File: src/rtl/tx_event_tally.sv
module tx_event_tally #(
  parameter int CNT_W    = 4,
  parameter int COLL_W   = 5,
  parameter int MULTI_LO = 2,
  parameter int MULTI_HI = 16
) (
  input  logic                clk,
  input  logic                rst_n,
  input  logic                pkt_done,
  input  logic [COLL_W-1:0]   pkt_coll,
  input  logic                pkt_deferred,
  input  logic                pkt_exc_defer,
  input  logic                pkt_ok,
  input  logic                rd_strobe,
  output logic [4*CNT_W-1:0]  stat_word,
  output logic                irq
);

  localparam int NUM = 4;
  localparam logic [CNT_W-1:0] CNT_MAX = {CNT_W{1'b1}};
  localparam logic [COLL_W-1:0] C_ONE = COLL_W'(1);
  localparam logic [COLL_W-1:0] C_LO  = COLL_W'(MULTI_LO);
  localparam logic [COLL_W-1:0] C_HI  = COLL_W'(MULTI_HI);

  logic [NUM-1:0] hit;
  logic [NUM-1:0] full;

  assign hit[0] = pkt_done & pkt_ok & (pkt_coll == C_ONE);
  assign hit[1] = pkt_done & pkt_deferred;
  assign hit[2] = pkt_done & (pkt_coll >= C_LO) & (pkt_coll <= C_HI);
  assign hit[3] = pkt_done & pkt_exc_defer;

  for (genvar g = 0; g < NUM; g++) begin : g_cnt
    logic [CNT_W-1:0] cnt;

    always_ff @(posedge clk or negedge rst_n) begin
      if (!rst_n)
        cnt <= '0;
      else if (rd_strobe)
        cnt <= hit[g] ? CNT_W'(1) : '0;
      else if (hit[g] && cnt != CNT_MAX)
        cnt <= cnt + 1'b1;
    end

    assign stat_word[g*CNT_W +: CNT_W] = cnt;
    assign full[g] = (cnt == CNT_MAX);
  end

  assign irq = |full;

endmodule

File: config.mk
export PLATFORM = sky130hd
export DESIGN_NAME = tx_event_tally
export DESIGN_NICKNAME = d
export VERILOG_FILES = /design/src/rtl/tx_event_tally.sv
export SDC_FILE = /design/constraint.sdc
export NUM_CORES = 1
export LEC_CHECK = 0
export ABC_AREA = 0
export BUFFER_PORTS_ARGS = -buffer_cell sky130_fd_sc_hd__buf_2
export CORE_ASPECT_RATIO = 0.9
export CORE_MARGIN = 2
export CORE_UTILIZATION = 35
export DETAILED_ROUTE_END_ITERATION = 7
export GPL_TIMING_DRIVEN = 1
export HOLD_SLACK_MARGIN = 0.02
export SYNTH_ARGS = -nofsm -noshare
export SYNTH_HDL_FRONTEND = slang
export SYNTH_SLANG_ARGS = --single-unit
File: constraint.sdc
create_clock -name clk -period 3.3 [get_ports clk]
set_input_delay 0.495 -clock clk [delete_from_list [all_inputs] [get_ports clk]]
set_output_delay 0.495 -clock clk [all_outputs]
set_load 0.05 [all_outputs]
Word level (Yosys, flattened, before mapping)
Cells that the tools add are included.

Register bits: 16. Input bits: 12.

$add $sub $neg: 4. Magnitude comparators: 2. Equality and inequality tests: 9. Multiplexer cells: 12. Bitwise operators: 6. Reductions and logical operators: 9.

Operators with widths (number): $mux 4 (8); $add 4x1->4 const B (4); $eq 4x4->1 const B (4); $ne 4x4->1 const B (4); $reduce_bool 2->1 (4); $and 1x1->1 (6); $eq 5x1->1 const B (1); $ge 5x2->1 const B (1); $le 5x5->1 const B (1); $logic_and 1x1->1 (4); $mux 1 (4); $reduce_or 4->1 (1).

Logic depth before layout (Yosys ltp)
Gate-level depths: netlist of the first run.

Depth after elaboration: 6. Mapped depth: 6.

Least setup slack after synthesis of the first run
Ideal clock, no wire load.

Kind: register to output. From: reg g_cnt[1].cnt[0]. To: out irq. Arrival: 1.907 ns. Path slack: 0.898 ns. Stages on the path, launching flop included: 5. Buffers on the path: 1. Path through: dfrtp_1 ha_1 and3_1 clkbuf_1 or4_1.

Cells in the longest elaborated chain, start to end: 2.

Ends and longest elaborated chain: from (decl) (line 34) `logic [CNT_W-1:0] cnt;`; from (signal assigned) (line 40) `cnt <= hit[g] ? CNT_W'(1) : '0;`; from (signal assigned) (line 42) `cnt <= cnt + 1'b1;`; $eq 4x4->1 (line 46) `assign full[g] = (cnt == CNT_MAX);`; $reduce_or 4->1 (line 49) `assign irq = |full;`; to (decl) (line 16) `output logic irq`.

No other way between the ends.

Final worst setup path of the first run
Ends and elaborated chain as after synthesis.

==> flow_metrics.tcl, run 1 <==
set metrics [dict create \
    status "completed" \
    post_cts_hold_buffer_count 0 \
    total_leakage_power_nw 0.556 \
    final-max-slew-violation-count 0 \
    rsz_0062_raised_after_global_routing "false" \
    syn-mean-instance-area_sq_um 9.38 \
    area_growth_syn_to_layout_pct 21.4 \
    total_i_o_pin_count 29 \
    worst_skew_pair.late_latency_ps 300 \
    seq_total_area_yosys 0.435 \
    placedCellCount 150 \
    regToRegSetupSlack_ps 1760 \
    fin_setup_tns_ps 0 \
    hold_path.class "in2async" \
    ir_worst_vdd_mv 0.267 \
    registers.top_by_ff_count "g_cnt.cnt" \
    fp.dieH_um 52.6 \
    post_synth_inst_count 98 \
    largest_register_ff_count 16 \
    final_routed_drc_violation_total 0 \
    route.vias.total 850 \
    postSynthNetCount 114 \
    drt-wirelength-per-cell_um 13.6 \
    grt_pass1_wl_um 3480 \
    globalRoute.totalOverflow 0 \
    crit_path_end_kind "primary output" \
    total_power_uw 414 \
    timing.rr.end "g_cnt[0].cnt[1]" \
    initial_utilization 0.373 \
    cts_sinks 16 \
    setup_slack_ps 875 \
    placement.io_buffers 28 \
    gp_congestion 0.862 \
    drv.max_cap_violation_count 0 \
    timing.critical_path.arrival_ps 1930 \
    dieArea_sq_um 3050 \
    synth_seq_cells 16 \
    grt_start_max_net_pins 21 \
    detailedRoute.firstIterationViolations 23 \
    drt_first_pass_iters 4 \
    antenna_left 0 \
    period_share 0.735 \
    synthesis.area_sq_um 920 \
    post_layout_nonfiller_instances 154 \
    hpwl_um 1580 \
    floorplan.die.width_um 58.0 \
    nNetsFinal 143 \
    floorplan.rows 17 \
    clock_skew_ps 4.60 \
    yosys_warnings 0 \
    largest_registers "g_cnt.cnt x16" \
    worst-slew-pin-transition_ps 366 \
    pre_cts_slack_ps 1220 \
    timing.slew.headroom 0.756 \
    report.final.hold_viol_count 0 \
    clkSlewWorstSetupHoldPaths_ps 100 \
    routed_wirelength_um 2090 \
    number_of_antenna_cells_inserted 0 \
    cts-htree-levels 1 \
    grt_pass1_vias 769 \
    reg2reg_from "g_cnt[0].cnt[0]" \
    cts_root_buffer "sky130_fd_sc_hd__clkbuf_4" \
    fmax_mhz 412 \
    layout_cells_sized_above_1 0.286 \
    routed_via_density 5.52 \
    number_of_antenna_violations_at_the_first_check_in_global_routing 0 \
    setup_viol_count_final 0 \
    worst_setup_path_type "reg2out" \
    numCtsBuffers 3 \
    design.core.area_sq_um 2470 \
    cts_buffer_depth 2 \
    power.density_nw_per_um2 371 \
    worstPathRequired_ps 2800 \
    reg2reg_depth 5 \
    critPathLaunchType "flip-flop" \
    cts_tree "done" \
    cells_resized_by_post_cts_repair 0 \
    min_period_ps 2430 \
    track_usage 0.154 \
    buffer_count_from_post_cts_setup_fixing 0 \
    synth_cell_types 31 \
    critical_path_peak_fanout 6 \
]
-- metrics by stage --
stage / hold WS, ps / utilization / cell area (sq um)
finish: 94.9 / 0.452 / 1120
global route: 107 / 0.452 / 1120
CTS: 105 / 0.452 / 1120
detailed placement: 434 / 0.438 / 1080
global placement: 435 / 0.438 / 1080
floorplan: 199 / - / 920
-- power by group --
| part | total (mW) | switching, mW | internal (mW) |
|---|---|---|---|
| clock | 0.136 | 0.0691 | 0.0673 |
| sequential | 0.209 | 0.00731 | 0.202 |
| combinational | 0.0682 | 0.0481 | 0.0201 |
-- worst max-delay path by stage --
| stage | startpoint | to | slack [ps] | depth (start not counted) |
|---|---|---|---|---|
| floorplan | g_cnt[1].cnt[0] | irq | 900 | 4 |
| global placement | g_cnt[1].cnt[0] | irq | 1260 | 4 |
| detailed placement | g_cnt[1].cnt[0] | irq | 1220 | 4 |
| CTS | g_cnt[1].cnt[0] | irq | 880 | 4 |
| global route | g_cnt[1].cnt[0] | irq | 810 | 4 |
| finish | g_cnt[1].cnt[0] | irq | 870 | 4 |
-- critical path, cell delays in order, from the launching register on --
cell and delay (ps):
sky130_fd_sc_hd__dfrtp_1 440, sky130_fd_sc_hd__ha_1 220, sky130_fd_sc_hd__and3_1 200, sky130_fd_sc_hd__or4_1 550
sky130_fd_sc_hd__buf_2 230
-- cell type report --
class,count,area [sq um]
Fill cell,243,1350
Multi-Input combinational cell,75,493
Sequential cell,16,400
Timing Repair Buffer,28,140
Clock buffer,4,36.3
Tap cell,28,35.0
Inverter,3,11.3
-- metal layers --
metal	track usage	routed length [um]	share of wire
met1	0.195	976	0.47
met2	0.241	968	0.46
met3	0.0543	102	0.049
met4	0.0620	44	0.021
met5	0	0	0
-- synth_stat cells --
master	number	area, sq um
sky130_fd_sc_hd__o21ai_0	6	30.0
sky130_fd_sc_hd__mux2_2	1	11.3
sky130_fd_sc_hd__nand3_1	5	25.0
sky130_fd_sc_hd__or4_1	1	7.51
sky130_fd_sc_hd__nand2b_1	1	6.26
sky130_fd_sc_hd__nor4_2	1	12.5
sky130_fd_sc_hd__mux2i_1	2	20.0
sky130_fd_sc_hd__nor3_1	3	15.0
sky130_fd_sc_hd__nand4_1	1	6.26
sky130_fd_sc_hd__o21ai_1	1	5.00
sky130_fd_sc_hd__and3b_1	1	8.76
sky130_fd_sc_hd__nor3b_1	2	15.0
sky130_fd_sc_hd__xnor2_1	4	35.0
sky130_fd_sc_hd__clkbuf_1	4	15.0
sky130_fd_sc_hd__a31oi_1	1	6.26
sky130_fd_sc_hd__dfrtp_1	16	400
sky130_fd_sc_hd__o32ai_1	2	17.5
sky130_fd_sc_hd__nand4b_1	1	8.76
sky130_fd_sc_hd__or3_1	2	12.5
sky130_fd_sc_hd__nor3b_2	1	12.5
sky130_fd_sc_hd__nor2b_1	3	18.8
sky130_fd_sc_hd__nand2_1	4	15.0
sky130_fd_sc_hd__and4b_1	1	10.0
sky130_fd_sc_hd__a21o_1	1	7.51
sky130_fd_sc_hd__and3_1	5	31.3
sky130_fd_sc_hd__nor3_4	1	16.3
sky130_fd_sc_hd__ha_1	4	50.1
sky130_fd_sc_hd__a311oi_1	1	8.76
sky130_fd_sc_hd__nor2_1	12	45.0
sky130_fd_sc_hd__inv_1	3	11.3
sky130_fd_sc_hd__a21oi_1	7	35.0
-- cells in the final DEF (no fill, tap or decap) --
master                     Yosys  routed
sky130_fd_sc_hd__buf_2         0      28
sky130_fd_sc_hd__dfrtp_1      16      16
sky130_fd_sc_hd__nor2_1       12      12
sky130_fd_sc_hd__a21oi_1       7       7
sky130_fd_sc_hd__o21ai_0       6       6
sky130_fd_sc_hd__and3_1        5       5
sky130_fd_sc_hd__nand3_1       5       5
sky130_fd_sc_hd__nand2_1       4       4
sky130_fd_sc_hd__xnor2_1       4       4
sky130_fd_sc_hd__ha_1          4       4
sky130_fd_sc_hd__inv_1         3       3
sky130_fd_sc_hd__nor3_1        3       3
sky130_fd_sc_hd__nor2b_1       3       3
sky130_fd_sc_hd__clkbuf_4      0       3
sky130_fd_sc_hd__mux2i_1       2       2
sky130_fd_sc_hd__or3_1         2       2
sky130_fd_sc_hd__o32ai_1       2       2
sky130_fd_sc_hd__nor3b_1       2       2
sky130_fd_sc_hd__or4_1         1       1
sky130_fd_sc_hd__nand4b_1      1       1
sky130_fd_sc_hd__nor3_4        1       1
sky130_fd_sc_hd__nor3b_2       1       1
sky130_fd_sc_hd__a21o_1        1       1
sky130_fd_sc_hd__and3b_1       1       1
sky130_fd_sc_hd__nand4_1       1       1
sky130_fd_sc_hd__mux2_2        1       1
sky130_fd_sc_hd__and4b_1       1       1
sky130_fd_sc_hd__o21ai_1       1       1
sky130_fd_sc_hd__a31oi_1       1       1
sky130_fd_sc_hd__nor4_2        1       1
sky130_fd_sc_hd__a311oi_1      1       1
sky130_fd_sc_hd__nand2b_1      1       1
sky130_fd_sc_hd__clkbuf_8      0       1
-- cells by family (layout without fill, tap and decap cells) --
| kind of cell | count (synthesis) | in the layout | share of synthesized area |
|---|---|---|---|
| and+or+nand+nor | 45 | 45 | 0.290 |
| AOI/OAI and AO/OA | 19 | 19 | 0.120 |
| DFF | 16 | 16 | 0.435 |
| buffers and inverters | 7 | 35 | 0.0286 |
| adders and majority gates | 4 | 4 | 0.0544 |
| xor gates and xnor gates | 4 | 4 | 0.0381 |
| muxes | 3 | 3 | 0.0340 |
No activity file was read; power rests on OpenSTA's default activity.
==> inputs of run 2 (changes only) <==
ABC_AREA = 1   (was 0)
clock period = 2.3 ns   (was 3.3 ns; I/O delays follow)
==> flow_metrics.tcl, run 2 <==
set metrics [dict create \
    crit_path_end_kind "primary output" \
    cts-htree-levels 1 \
    postSynthNetCount 136 \
    power_frac_seq 0.487 \
    worst_setup_path_type "reg2out" \
    detailedRoute.firstIterationViolations 31 \
    grt_pass1_wl_um 3280 \
    fraction_of_power_consumed_by_combinational_cells 0.219 \
    cells_resized_by_post_cts_repair 0 \
    number_of_antenna_cells_inserted 0 \
    track_usage 0.146 \
    timing.slew.headroom 0.747 \
    status "completed" \
    switching_share 0.327 \
    dieArea_sq_um 3090 \
    grt-busiest-layer "met2" \
    cp_buf_inv_count 2 \
    worst_skew_pair.late_latency_ps 290 \
    nNetsFinal 168 \
    critPathLaunchType "flip-flop" \
    seq_total_area_yosys 0.430 \
    slowest_stage "sky130_fd_sc_hd__dfrtp_1" \
    number_of_antenna_violations_at_the_first_check_in_global_routing 0 \
    ranking_of_synthesized_cells_by_instance_count "29 x sky130_fd_sc_hd__nand2_1, 17 x sky130_fd_sc_hd__nand3_1, 16 x sky130_fd_sc_hd__dfrtp_1" \
    ys.flop_type "sky130_fd_sc_hd__dfrtp_1" \
    floorplan.die.width_um 58.4 \
    power.density_nw_per_um2 560 \
    net_switching_power_of_the_design_uw 209 \
    synthMostInstantiatedCell "sky130_fd_sc_hd__nand2_1" \
    layout_cells_sized_above_1 0.298 \
    most_common_cell_after_layout_fill_and_taps_aside "sky130_fd_sc_hd__nand2_1" \
    timing.critical_path.max_delay_family "flip-flops" \
    fmax_mhz 540 \
    synth_seq_cells 16 \
    layout.core_utilization 0.459 \
    largest_register_ff_count 16 \
    routed_via_density 4.93 \
    critical_path_peak_fanout 4 \
    final_routed_drc_violation_total 0 \
    globalRoute.totalOverflow 0 \
    synth_edf_count 0 \
    timing.critical_path.arrival_ps 1510 \
    gp_congestion 0.812 \
    syn-mean-instance-area_sq_um 7.76 \
    total_i_o_pin_count 29 \
    power.internal_uw 430 \
    met1_usage 0.177 \
    worst_path_max_stage_delay_ps 430 \
    initial_utilization 0.374 \
    cts_sinks 16 \
    numCtsBuffers 3 \
    yosys_warnings 0 \
    period_share 0.805 \
    grt.met3_usage 0.0513 \
    total_leakage_power_nw 0.608 \
    floorplan.rows 17 \
    grt_pass1_vias 760 \
    report.final.hold_viol_count 0 \
    cts_buffer_depth 2 \
    netlist_top_cells_area "sky130_fd_sc_hd__dfrtp_1 43%, sky130_fd_sc_hd__nand2_1 12%, sky130_fd_sc_hd__nand3_1 9.1%" \
    setup_viol_count_final 0 \
    synthDominantAreaCellType "sky130_fd_sc_hd__dfrtp_1" \
    clkSlewWorstSetupHoldPaths_ps 100 \
    final-max-slew-violation-count 0 \
    routed_wirelength_um 2020 \
    synth_cell_types 21 \
    min_period_ps 1850 \
    drt_first_pass_iters 4 \
    area_growth_syn_to_layout_pct 22.7 \
    clock_power_share 0.294 \
    grt_util_met2 0.243 \
    drt-wirelength-per-cell_um 11.3 \
    fp.dieH_um 52.9 \
    worstPathRequired_ps 1960 \
    fin_setup_tns_ps 0 \
    rsz_0062_raised_after_global_routing "false" \
    synth_largest_type_area_fraction 0.430 \
    ir_worst_vdd_mv 0.375 \
    most-common-layout-cells "29 x sky130_fd_sc_hd__nand2_1, 28 x sky130_fd_sc_hd__buf_2, 17 x sky130_fd_sc_hd__nand3_1" \
    antenna_left 0 \
    synthesis.area_sq_um 931 \
    cts_root_buffer "sky130_fd_sc_hd__clkbuf_4" \
    clock_skew_ps 7.57 \
    grt_start_max_net_pins 19 \
    post_synth_inst_count 120 \
    hold_path.class "in2reg" \
    route.vias.total 883 \
    placement.io_buffers 28 \
    drv.max_cap_violation_count 0 \
    worst-slew-pin-transition_ps 380 \
    hpwl_um 1550 \
    design.core.area_sq_um 2490 \
    largest_registers "g_cnt.cnt x16" \
    registers.top_by_ff_count "g_cnt.cnt" \
    fraction_of_synthesis_flops_using_an_asynchronous_set_or_reset_pin 1.00 \
    cts_tree "done" \
    worstPathCellList "ha_1 > nand2_1 > clkinv_1 > nand2_2 > nand4_1 > buf_2" \
    buffer_count_from_post_cts_setup_fixing 0 \
]
==> run 2: per-stage QoR <==
| stage | instance area, sq um | cells | setup WS [ps] | hold WS, ps | power [mW] |
|---|---|---|---|---|---|
| 2_1_floorplan | 931 | 120 | 358 | 49.4 | 0.414 |
| 3_3_place_gp | 1100 | 174 | 810 | 286 | 0.456 |
| 3_5_place_dp | 1100 | 174 | 753 | 289 | 0.458 |
| 4_1_cts | 1140 | 179 | 407 | 353 | 0.653 |
| 5_1_grt | 1140 | 179 | 305 | 365 | 0.682 |
| 6_report | 1140 | 179 | 448 | 364 | 0.639 |
==> run 2: area by class of cell <==
class | count | area (sq um)
fill | 255 | 1350
multi-input combinational | 92 | 483
sequential | 16 | 400
timing repair buffer | 29 | 150
inverter | 10 | 37.5
clock buffer | 4 | 36.3
tap | 28 | 35.0
==> run 2: repair_timing <==
item                                    in CTS  in global routing
hold endpoints to repair                    16                  0
hold buffers                                 1                  0
endpoints found under the setup margin       0                  0
==> run 2: kinds of logic (layout without fill, tap and decap cells) <==
family                   after synthesis  in the layout  synth area share
AO/OA/AOI/OAI                         16             16            0.0941
XOR/XNOR                               4              4            0.0376
adder cells (fa/ha/maj)                4              4            0.0538
buffers and inverters                 12             43            0.0511
flip-flops                            16             16             0.430
AND/OR/NAND/NOR                       68             68             0.333
==> run 2: tightest hold or removal path, stage by stage <==
cell and delay (ps):
sky130_fd_sc_hd__buf_2 90, sky130_fd_sc_hd__a31oi_1 70, sky130_fd_sc_hd__nor2_1 100
==> run 2: final timing paths <==
check | cells past startpoint | slack, ps | from | end
worst max-delay path | 6 | 450 | g_cnt[0].cnt[0] | irq
worst min-delay path | 3 | 360 | pkt_exc_defer | g_cnt[3].cnt[2]
worst max register to register | 7 | 960 | g_cnt[1].cnt[0] | g_cnt[1].cnt[2]
worst min register to register | 1 | 500 | g_cnt[1].cnt[3] | g_cnt[1].cnt[3]
max in group asynchronous | 2 | 1530 | rst_n | g_cnt[3].cnt[3]
min in group asynchronous | 2 | 490 | rst_n | g_cnt[0].cnt[2]
==> run 2: power by group through the flow <==
| stage | Sequential [mW] | Combinational [mW] | Clock [mW] |
|---|---|---|---|
| floorplan | 0.365 | 0.0490 | 0 |
| global placement | 0.316 | 0.140 | 0 |
| detailed placement | 0.317 | 0.140 | 0 |
| CTS | 0.312 | 0.142 | 0.199 |
| global route | 0.315 | 0.155 | 0.212 |
| finish | 0.312 | 0.140 | 0.188 |
==> run 2: metal layers <==
metal,up-vias,wire length (um)
li1,464,-
met1,400,938
met2,17,941
met3,2,121
met4,0,17
met5,-,0
